**src/rtl/rmii_rx_pkg.sv**
```systemverilog
package rmii_rx_pkg;

  typedef enum logic [1:0] {
    FR_HUNT = 2'd0,
    FR_PRE  = 2'd1,
    FR_DATA = 2'd2
  } fr_state_e;

  localparam logic [7:0] SFD_BYTE   = 8'hD5;
  localparam logic [1:0] LEAD_DIBIT = 2'b01;

endpackage

```
**src/rtl/rmii_rx_sync.sv**
```systemverilog
module rmii_rx_sync #(
  parameter int STAGES = 2
) (
  input  logic       clk,
  input  logic       rst,
  input  logic       crs_in,
  input  logic       er_in,
  input  logic [1:0] rxd_in,
  output logic       crs_s,
  output logic       er_s,
  output logic [1:0] rxd_s
);

  logic [STAGES-1:0]      crs_pipe;
  logic [STAGES-1:0]      er_pipe;
  logic [STAGES-1:0][1:0] rxd_pipe;

  always_ff @(posedge clk) begin
    if (rst) begin
      crs_pipe <= '0;
      er_pipe  <= '0;
      rxd_pipe <= '0;
    end else begin
      for (int i = STAGES - 1; i > 0; i--) begin
        crs_pipe[i] <= crs_pipe[i-1];
        er_pipe[i]  <= er_pipe[i-1];
        rxd_pipe[i] <= rxd_pipe[i-1];
      end
      crs_pipe[0] <= crs_in;
      er_pipe[0]  <= er_in;
      rxd_pipe[0] <= rxd_in;
    end
  end

  assign crs_s = crs_pipe[STAGES-1];
  assign er_s  = er_pipe[STAGES-1];
  assign rxd_s = rxd_pipe[STAGES-1];

endmodule

```
**src/rtl/rmii_rx_strobe.sv**
```systemverilog
module rmii_rx_strobe #(
  parameter int SLOW_DIV = 10
) (
  input  logic clk,
  input  logic rst,
  input  logic slow,
  input  logic crs_s,
  output logic strobe
);

  localparam int CNT_W     = (SLOW_DIV > 2) ? $clog2(SLOW_DIV) : 1;
  localparam int SAMPLE_AT = SLOW_DIV / 2;
  localparam int LAST_CNT  = SLOW_DIV - 1;

  logic [CNT_W-1:0] cnt;

  always_ff @(posedge clk) begin
    if (rst || !crs_s) begin
      cnt <= '0;
    end else if (cnt == CNT_W'(LAST_CNT)) begin
      cnt <= '0;
    end else begin
      cnt <= cnt + CNT_W'(1);
    end
  end

  assign strobe = crs_s && (!slow || (cnt == CNT_W'(SAMPLE_AT)));

  // slow mode never samples on two neighbouring clocks
  AST_SLOW_SPACING: assert property (@(posedge clk) disable iff (rst)
    (slow && $past(slow) && strobe) |-> !$past(strobe));

endmodule

```
**src/rtl/rmii_rx_framer.sv**
```systemverilog
module rmii_rx_framer
  import rmii_rx_pkg::*;
(
  input  logic       clk,
  input  logic       rst,
  input  logic       strobe,
  input  logic       crs_s,
  input  logic       er_s,
  input  logic [1:0] dibit,
  output logic       o_valid,
  output logic [7:0] o_data,
  output logic       o_last,
  output logic       o_err,
  output logic       o_align
);

  fr_state_e  state;
  logic [7:0] sreg;
  logic [7:0] sr_nxt;
  logic [1:0] dib_cnt;
  logic [7:0] pend;
  logic       pend_v;
  logic       er_seen;
  logic       crs_d;
  logic       end_evt;

  assign sr_nxt  = {dibit, sreg[7:2]};
  assign end_evt = crs_d && !crs_s;

  always_ff @(posedge clk) begin
    if (rst) begin
      state   <= FR_HUNT;
      sreg    <= '0;
      dib_cnt <= '0;
      pend    <= '0;
      pend_v  <= 1'b0;
      er_seen <= 1'b0;
      crs_d   <= 1'b0;
      o_valid <= 1'b0;
      o_data  <= '0;
      o_last  <= 1'b0;
      o_err   <= 1'b0;
      o_align <= 1'b0;
    end else begin
      crs_d   <= crs_s;
      o_valid <= 1'b0;
      o_last  <= 1'b0;
      o_err   <= 1'b0;
      o_align <= 1'b0;
      if (crs_s && er_s) begin
        er_seen <= 1'b1;
      end
      if (end_evt) begin
        if (pend_v) begin
          o_valid <= 1'b1;
          o_data  <= pend;
          o_last  <= 1'b1;
          o_err   <= er_seen;
          o_align <= (state == FR_DATA) && (dib_cnt != 2'd0);
        end
        state   <= FR_HUNT;
        sreg    <= '0;
        dib_cnt <= '0;
        pend_v  <= 1'b0;
        er_seen <= 1'b0;
      end else if (strobe) begin
        case (state)
          FR_HUNT: begin
            if (dibit == LEAD_DIBIT) begin
              state <= FR_PRE;
              sreg  <= {LEAD_DIBIT, 6'b0};
            end
          end
          FR_PRE: begin
            sreg <= sr_nxt;
            if (sr_nxt == SFD_BYTE) begin
              state   <= FR_DATA;
              dib_cnt <= '0;
            end
          end
          FR_DATA: begin
            sreg    <= sr_nxt;
            dib_cnt <= dib_cnt + 2'd1;
            if (dib_cnt == 2'd3) begin
              if (pend_v) begin
                o_valid <= 1'b1;
                o_data  <= pend;
              end
              pend   <= sr_nxt;
              pend_v <= 1'b1;
            end
          end
          default: state <= FR_HUNT;
        endcase
      end
    end
  end

  AST_LAST_NEEDS_VALID: assert property (@(posedge clk) disable iff (rst)
    o_last |-> o_valid);
  AST_FLAGS_ON_LAST: assert property (@(posedge clk) disable iff (rst)
    (o_err || o_align) |-> o_last);
  AST_QUIET_NO_CARRIER: assert property (@(posedge clk) disable iff (rst)
    o_valid |-> ($past(crs_s) || $past(crs_s, 2)));
  AST_ERR_CAPTURED: assert property (@(posedge clk) disable iff (rst)
    $past(crs_s && er_s) |-> er_seen);

endmodule

```
**src/rtl/rmii_rx_deser.sv**
```systemverilog
module rmii_rx_deser #(
  parameter int SYNC_STAGES = 2,
  parameter int SLOW_DIV    = 10
) (
  input  logic       clk,
  input  logic       rst,
  input  logic       speed_10,
  input  logic       crs_dv,
  input  logic       rx_er,
  input  logic [1:0] rxd,
  input  logic       tx_en,
  output logic       out_valid,
  output logic [7:0] out_data,
  output logic       out_last,
  output logic       out_err,
  output logic       out_align_err,
  output logic       col
);

  logic       crs_s;
  logic       er_s;
  logic [1:0] rxd_s;
  logic       strobe;

  rmii_rx_sync #(.STAGES(SYNC_STAGES)) u_sync (
    .clk    (clk),
    .rst    (rst),
    .crs_in (crs_dv),
    .er_in  (rx_er),
    .rxd_in (rxd),
    .crs_s  (crs_s),
    .er_s   (er_s),
    .rxd_s  (rxd_s)
  );

  rmii_rx_strobe #(.SLOW_DIV(SLOW_DIV)) u_strobe (
    .clk    (clk),
    .rst    (rst),
    .slow   (speed_10),
    .crs_s  (crs_s),
    .strobe (strobe)
  );

  rmii_rx_framer u_framer (
    .clk     (clk),
    .rst     (rst),
    .strobe  (strobe),
    .crs_s   (crs_s),
    .er_s    (er_s),
    .dibit   (rxd_s),
    .o_valid (out_valid),
    .o_data  (out_data),
    .o_last  (out_last),
    .o_err   (out_err),
    .o_align (out_align_err)
  );

  always_ff @(posedge clk) begin
    if (rst) begin
      col <= 1'b0;
    end else begin
      col <= tx_en && crs_s;
    end
  end

  AST_COL_REGEN: assert property (@(posedge clk) disable iff (rst)
    col == ($past(tx_en) && $past(crs_s)));
  AST_COL_NEEDS_TX: assert property (@(posedge clk) disable iff (rst)
    !$past(tx_en) |-> !col);

endmodule

```
**config.mk**
```make
export PLATFORM = sky130hd
export DESIGN_NAME = rmii_rx_deser
export DESIGN_NICKNAME = d
export VERILOG_FILES = /design/src/rtl/rmii_rx_pkg.sv /design/src/rtl/rmii_rx_sync.sv /design/src/rtl/rmii_rx_strobe.sv /design/src/rtl/rmii_rx_framer.sv /design/src/rtl/rmii_rx_deser.sv
export SDC_FILE = /design/constraint.sdc
export NUM_CORES = 1
export LEC_CHECK = 0
export BUFFER_PORTS_ARGS = -buffer_cell sky130_fd_sc_hd__buf_4
export CAP_MARGIN = 20
export CORE_UTILIZATION = 50
export CTS_BUF_LIST = sky130_fd_sc_hd__clkbuf_4
export DETAILED_ROUTE_END_ITERATION = 6
export PLACE_DENSITY = 0.73
export RECOVER_POWER = 50
export SYNTH_ARGS = -nofsm -noshare
export SYNTH_HDL_FRONTEND = slang
export SYNTH_HIERARCHICAL = 1
export SYNTH_SLANG_ARGS = --single-unit
```
**constraint.sdc**
```tcl
create_clock -name clk -period 2.5 [get_ports clk]
set_input_delay 0.5 -clock clk [delete_from_list [all_inputs] [get_ports clk]]
set_output_delay 0.5 -clock clk [all_outputs]
set_load 0.05 [all_outputs]
```
# Word level (Yosys, flattened, before mapping)

Cells that the tools add are included.

Muxes and demuxes: 17
Bitwise logic cells: 3
$add $sub $neg: 2
Equality and inequality tests: 9
Reductions and logical operators: 27

Operators by type and width:

| cell                                                  | number |
|---|---|
| 2-to-1 mux 8 bit                                      | 6 |
| case mux 8 bit (2 select lines)                       | 1 |
| AND reduction 3 bit                                   | 4 |
| nonzero test 2 bit                                    | 6 |
| == test 8 bit, second input constant                  | 1 |
| AND reduction 4 bit                                   | 2 |
| OR reduction 2 bit                                    | 4 |
| 2-to-1 mux 2 bit                                      | 3 |
| case mux 2 bit (3 select lines)                       | 1 |
| logical AND 1 bit                                     | 5 |
| 2-to-1 mux 1 bit                                      | 5 |
| adder 4 x 1 -> 4 bit, second input constant           | 1 |
| == test 2 x 1 -> 1 bit, second input constant         | 2 |
| == test 2 bit, second input constant                  | 2 |
| == test 4 x 3 -> 1 bit, second input constant         | 1 |
| == test 4 bit, second input constant                  | 1 |
| inequality test 2 x 1 -> 1 bit, second input constant | 2 |
| case mux 2 bit (2 select lines)                       | 1 |
| inverter 1 bit                                        | 3 |
| OR reduction 3 bit                                    | 1 |
| adder 2 x 1 -> 2 bit, second input constant           | 1 |
| zero test 1 bit                                       | 2 |
| zero test 2 bit                                       | 1 |
| logical OR 1 bit                                      | 2 |

Flip-flop bits (word level): 48
Word-level logic and storage cells: 76
Output and inout bits: 13
Bits of input ports: 8

# Longest topological paths before layout

Depth after elaboration: 5
Gate-level depth with buffers: 11
Depth with buffers taken out: 9

# Hierarchy

Netlist, hierarchy kept.

By module, submodules not included:

| module         | seq. area each (um^2) | instances | cells each | area each (um^2) |
|---|---|---|---|---|
| rmii_rx_framer | 660.6                 | 1         | 137        | 1396.3 |
| rmii_rx_sync   | 160.2                 | 1         | 18         | 225.2 |
| rmii_rx_strobe | 80.1                  | 1         | 19         | 180.2 |
| rmii_rx_deser  | 20.0                  | 1         | 2          | 28.8 |

# Worst setup path before layout

Ideal clock, no wire load.

Path kind: register to register
Start: register u_strobe.cnt[0]
End: register u_framer.pend[5]
Setup time: 0.128 ns
Buffers on the path: 2
Data required time: 2.372 ns
Period minus slack after synthesis: 1.783 ns
Arrival time: 1.655 ns
Stages on the path, launching flop included: 11
Path slack: 0.717 ns
Cell sequence: dfxtp_1 -> ha_1 -> nand2_1 -> o21ai_0 -> and2_1 -> buf_2 -> and3_1 -> nor2b_1 -> buf_4 -> mux2i_1 -> nor2_1

Cells in the longest elaborated chain, start to end: 4

RTL lines:

| what                          | RTL line             | source |
|---|---|---|
| from (decl)                   | rmii_rx_strobe.sv:15 | `logic [CNT_W-1:0] cnt;` |
| from (signal assigned)        | rmii_rx_strobe.sv:23 | `cnt <= cnt + CNT_W'(1);` |
| == test 4 x 3 -> 1 bit        | rmii_rx_strobe.sv:27 | `assign strobe = crs_s && (!slow \|\| (cnt == CNT_W'(SAMPLE_AT)));` |
| logical OR 1 bit              | rmii_rx_strobe.sv:27 |  |
| logical AND 1 bit             | rmii_rx_strobe.sv:27 |  |
| via strobe                    | rmii_rx_deser.sv:23  | `logic strobe;` |
| AND reduction 4 bit (no line) | --                   |  |
| to (signal assigned)          | rmii_rx_framer.sv:89 | `pend <= sr_nxt;` |
| to (decl)                     | rmii_rx_framer.sv:21 | `logic [7:0] pend;` |

The timed path passes the listed nets, and every way through them passes these cells.
A chain may end at the register's enable or synchronous reset.

# Worst setup path after layout

Start: register u_strobe.cnt[1]
End: register u_framer.o_data[5]

Cells in the longest elaborated chain, start to end: 5

RTL lines:

| what                          | RTL line             | source |
|---|---|---|
| == test 4 x 3 -> 1 bit        | rmii_rx_strobe.sv:27 |  |
| logical OR 1 bit              | rmii_rx_strobe.sv:27 |  |
| logical AND 1 bit             | rmii_rx_strobe.sv:27 |  |
| via strobe                    | rmii_rx_deser.sv:23  |  |
| nonzero test 2 bit (no line)  | --                   |  |
| AND reduction 3 bit (no line) | --                   |  |
| to (signal assigned)          | rmii_rx_framer.sv:56 | `o_data <= pend;` |
| to (signal assigned)          | rmii_rx_framer.sv:87 | `o_data <= pend;` |
| to (decl)                     | rmii_rx_framer.sv:11 | `output logic [7:0] o_data,` |

The timed path passes the listed nets, and every way through them passes these cells.

==> flow_summary.ini <==
[sta]
fin_tns_setup_ps = 0
finalHoldViolations = 0
finalCritPeriodShare_pct = 85.1
worstMarginPinSlew_ps = 1260
rsz0062_at_grt = false
fin_skew_ps = 7.13
maxSlewViolCount = 0
fin_crit_ps = 2130
setup_viol = 0
relSlewSlack_pct = 16.1
clock.fmax_ghz = 0.470

[cts]
cts.sinks = 46
cts-root-buf = clkbuf_4
ctsResizeCount = 0
clk_path_buf_depth = 2
tritoncts = built
htree_num_levels = 2
cts_made_buffers = 5
postCtsSetupBuffers = 0
clkTransAtPathRegs_ps = 130
insertion_delay_ps = 360
hold_buffers = 0

[pwr]
max-vdd-ir-drop_mv = 0.427
p_leak_nw = 0.824
swShare_pct = 21.3
combPwrFrac_pct = 2.9
p_clk_share_pct = 36.5
power_frac_seq_pct = 60.6
internal_power_mw = 0.968
p_per_area_mw_per_mm2 = 604
p_switching_mw = 0.261

[synthesis]
ys_seq_area_share_pct = 50.3
ys_ff_latch = 46
yosys_warnings = 6
synth.distinct_cells = 37
syn_avg_cell_area_um2 = 10.4
synth_nets = 193
synth.cell_area_mm2 = 0.00183
netlist_instances = 176

[critical_path]
crit_type = reg -> reg
worstPathArrival_ps = 2330
cp-start-kind = flop
end_kind = flop
cp_max_fo = 9
r2r_slack_ps = 370
r2r.worst_path.cells = 9
timing.rr.end = u_framer/o_data[5]
r2r-start = u_strobe/cnt[1]
cp.required_ps = 2700
crit_path_start = u_strobe/cnt[1]

[cells_and_area]
syn_to_final_growth_pct = 11.1
drive_gt1_share_pct = 11.2
final_cell_mix = 46 x dfxtp_1, 26 x nor2_1, 18 x mux2i_1
finish.instance_area_mm2 = 0.00203
nFillCells = 305
num-nets-final = 213
fin_cells = 243
antenna_cells = 0
final_common_cell = dfxtp_1

[floorplan]
io_pins = 21
core_area_mm2 = 0.00342
dieHeight_um = 62.5
rows = 21
start_util_pct = 53.6
die_width_um = 62.5
dieArea_mm2 = 0.00391

[routing]
wirelength_mm = 3.19
vias = 1277
detail-route-antenna-nets = 0
dr.pass1.iters = 4
drc = 0
viasPerCell = 5.26
drt-initial-drc-count = 29
wl_per_cell_um = 13.1

[global_route]
grt_pass1_vias = 1287
antenna_found_initial = 0
grt_max_degree = 33
grt_overflow = 0
grt.total_usage_pct = 18.1
grt_pass1_wl_mm = 5.55

[status]
status = completed

[placement]
place_area_mm2 = 0.00199
placed_cells = 235
port_buffers = 20
dp_hpwl_mm = 2.32
gp_routability_congestion = 0.807

[worst_hold_path]
whs_endpoint = u_sync/rxd_pipe[0]
hold_start = rxd[0]
whs_path_depth = 2
hp-class = in -> reg

[run]
maxCapViolCount = 0
-- how the worst max path moves through the flow --
stage                               to  cells past startpoint
detailed placement  u_framer/o_data[5]                      9
global route        u_framer/o_data[0]                      9
floorplan             u_framer/pend[5]                     10
global placement    u_framer/o_data[5]                      9
CTS                 u_framer/o_data[5]                      9
finish              u_framer/o_data[5]                      9
-- power groups by stage --
stage	Sequential [mW]	Combinational [mW]	Clock, mW
3_3_place_gp	0.761	0.0354	0
5_1_grt	0.747	0.0404	0.499
6_report	0.745	0.0361	0.448
3_5_place_dp	0.761	0.0371	0
2_1_floorplan	0.760	0.0257	0
4_1_cts	0.745	0.0372	0.461
-- kinds of logic after synthesis --
group | count (synthesis) | share of synthesized area [%]
mux | 18 | 9.84
simple gates | 63 | 18.9
xor+xnor | 2 | 0.957
buf+inv | 15 | 4.44
fa+ha+maj | 9 | 6.15
flops | 46 | 50.3
compound gates | 23 | 9.43
-- critical path, stage by stage, from the launching register on --
cell	delay, ps
dfxtp_1	370
inv_1	50
ha_1	180
nand2_1	60
o21ai_0	60
and2_1	250
and3_1	210
o21ai_2	470
mux2i_1	240
nor2_1	60
-- per-layer routing --
metal,up-vias,track usage (%),wire length (um)
li1,636,-,-
met1,607,18.7,1370
met2,28,34.5,1670
met4,0,6.98,48
met3,6,4.38,94
met5,-,0,0
-- Yosys cell counts --
cell / number / area share, %
and2_1: 2 / 0.68
buf_6: 1 / 0.62
o21ai_0: 3 / 0.82
a32oi_1: 1 / 0.48
nand3_1: 2 / 0.55
nand3b_2: 1 / 0.62
and3_1: 1 / 0.34
a311oi_1: 1 / 0.48
buf_4: 4 / 1.6
a21boi_0: 1 / 0.41
nand2b_1: 2 / 0.68
nand3b_1: 5 / 2.1
inv_1: 6 / 1.2
nor2_1: 26 / 5.3
xor2_1: 1 / 0.48
dfxtp_1: 46 / 50
nor4b_1: 1 / 0.48
o21a_1: 1 / 0.41
a211o_1: 1 / 0.48
a21oi_1: 5 / 1.4
buf_2: 2 / 0.55
xnor2_1: 1 / 0.48
nand2_1: 5 / 1.0
ha_1: 9 / 6.2
o21ai_1: 1 / 0.27
clkbuf_1: 2 / 0.41
nor4_1: 1 / 0.34
mux2i_1: 18 / 9.8
nor2b_1: 11 / 3.8
o31ai_1: 1 / 0.41
and4bb_2: 1 / 0.68
a211oi_1: 2 / 0.82
and4b_1: 1 / 0.55
a22o_1: 5 / 2.4
and3b_1: 3 / 1.4
a211oi_4: 1 / 1.1
or2_1: 1 / 0.34
-- metrics by stage --
stage	hold slack (ps)	setup WS (ps)	utilization (%)	total power, mW
2_1_floorplan	414	717	-	0.786
3_3_place_gp	416	215	58.4	0.796
3_5_place_dp	428	120	58.4	0.798
4_1_cts	325	95.0	60.8	1.24
5_1_grt	332	140	59.6	1.29
6_report	340	373	59.6	1.23
-- sequential cells by signal, summed over array words and instances, names as in the netlist, 4 cells and up --
| name | flops |
|---|---|
| u_framer/o_data | 8 |
| u_framer/pend | 8 |
| u_framer/sreg | 6 |
| u_strobe/cnt | 4 |
-- final cells by class --
cell class	instances	area, um^2	share of cell area, %
flip-flops and latches	46	921	45.3
multi-input cells	115	832	40.9
repair buffers	22	120	5.90
well taps	46	57.6	2.83
clock inverters	3	43.8	2.15
clock buffers	5	37.5	1.85
inverters	6	22.5	1.11
No activity file was read; power rests on OpenSTA's default activity.
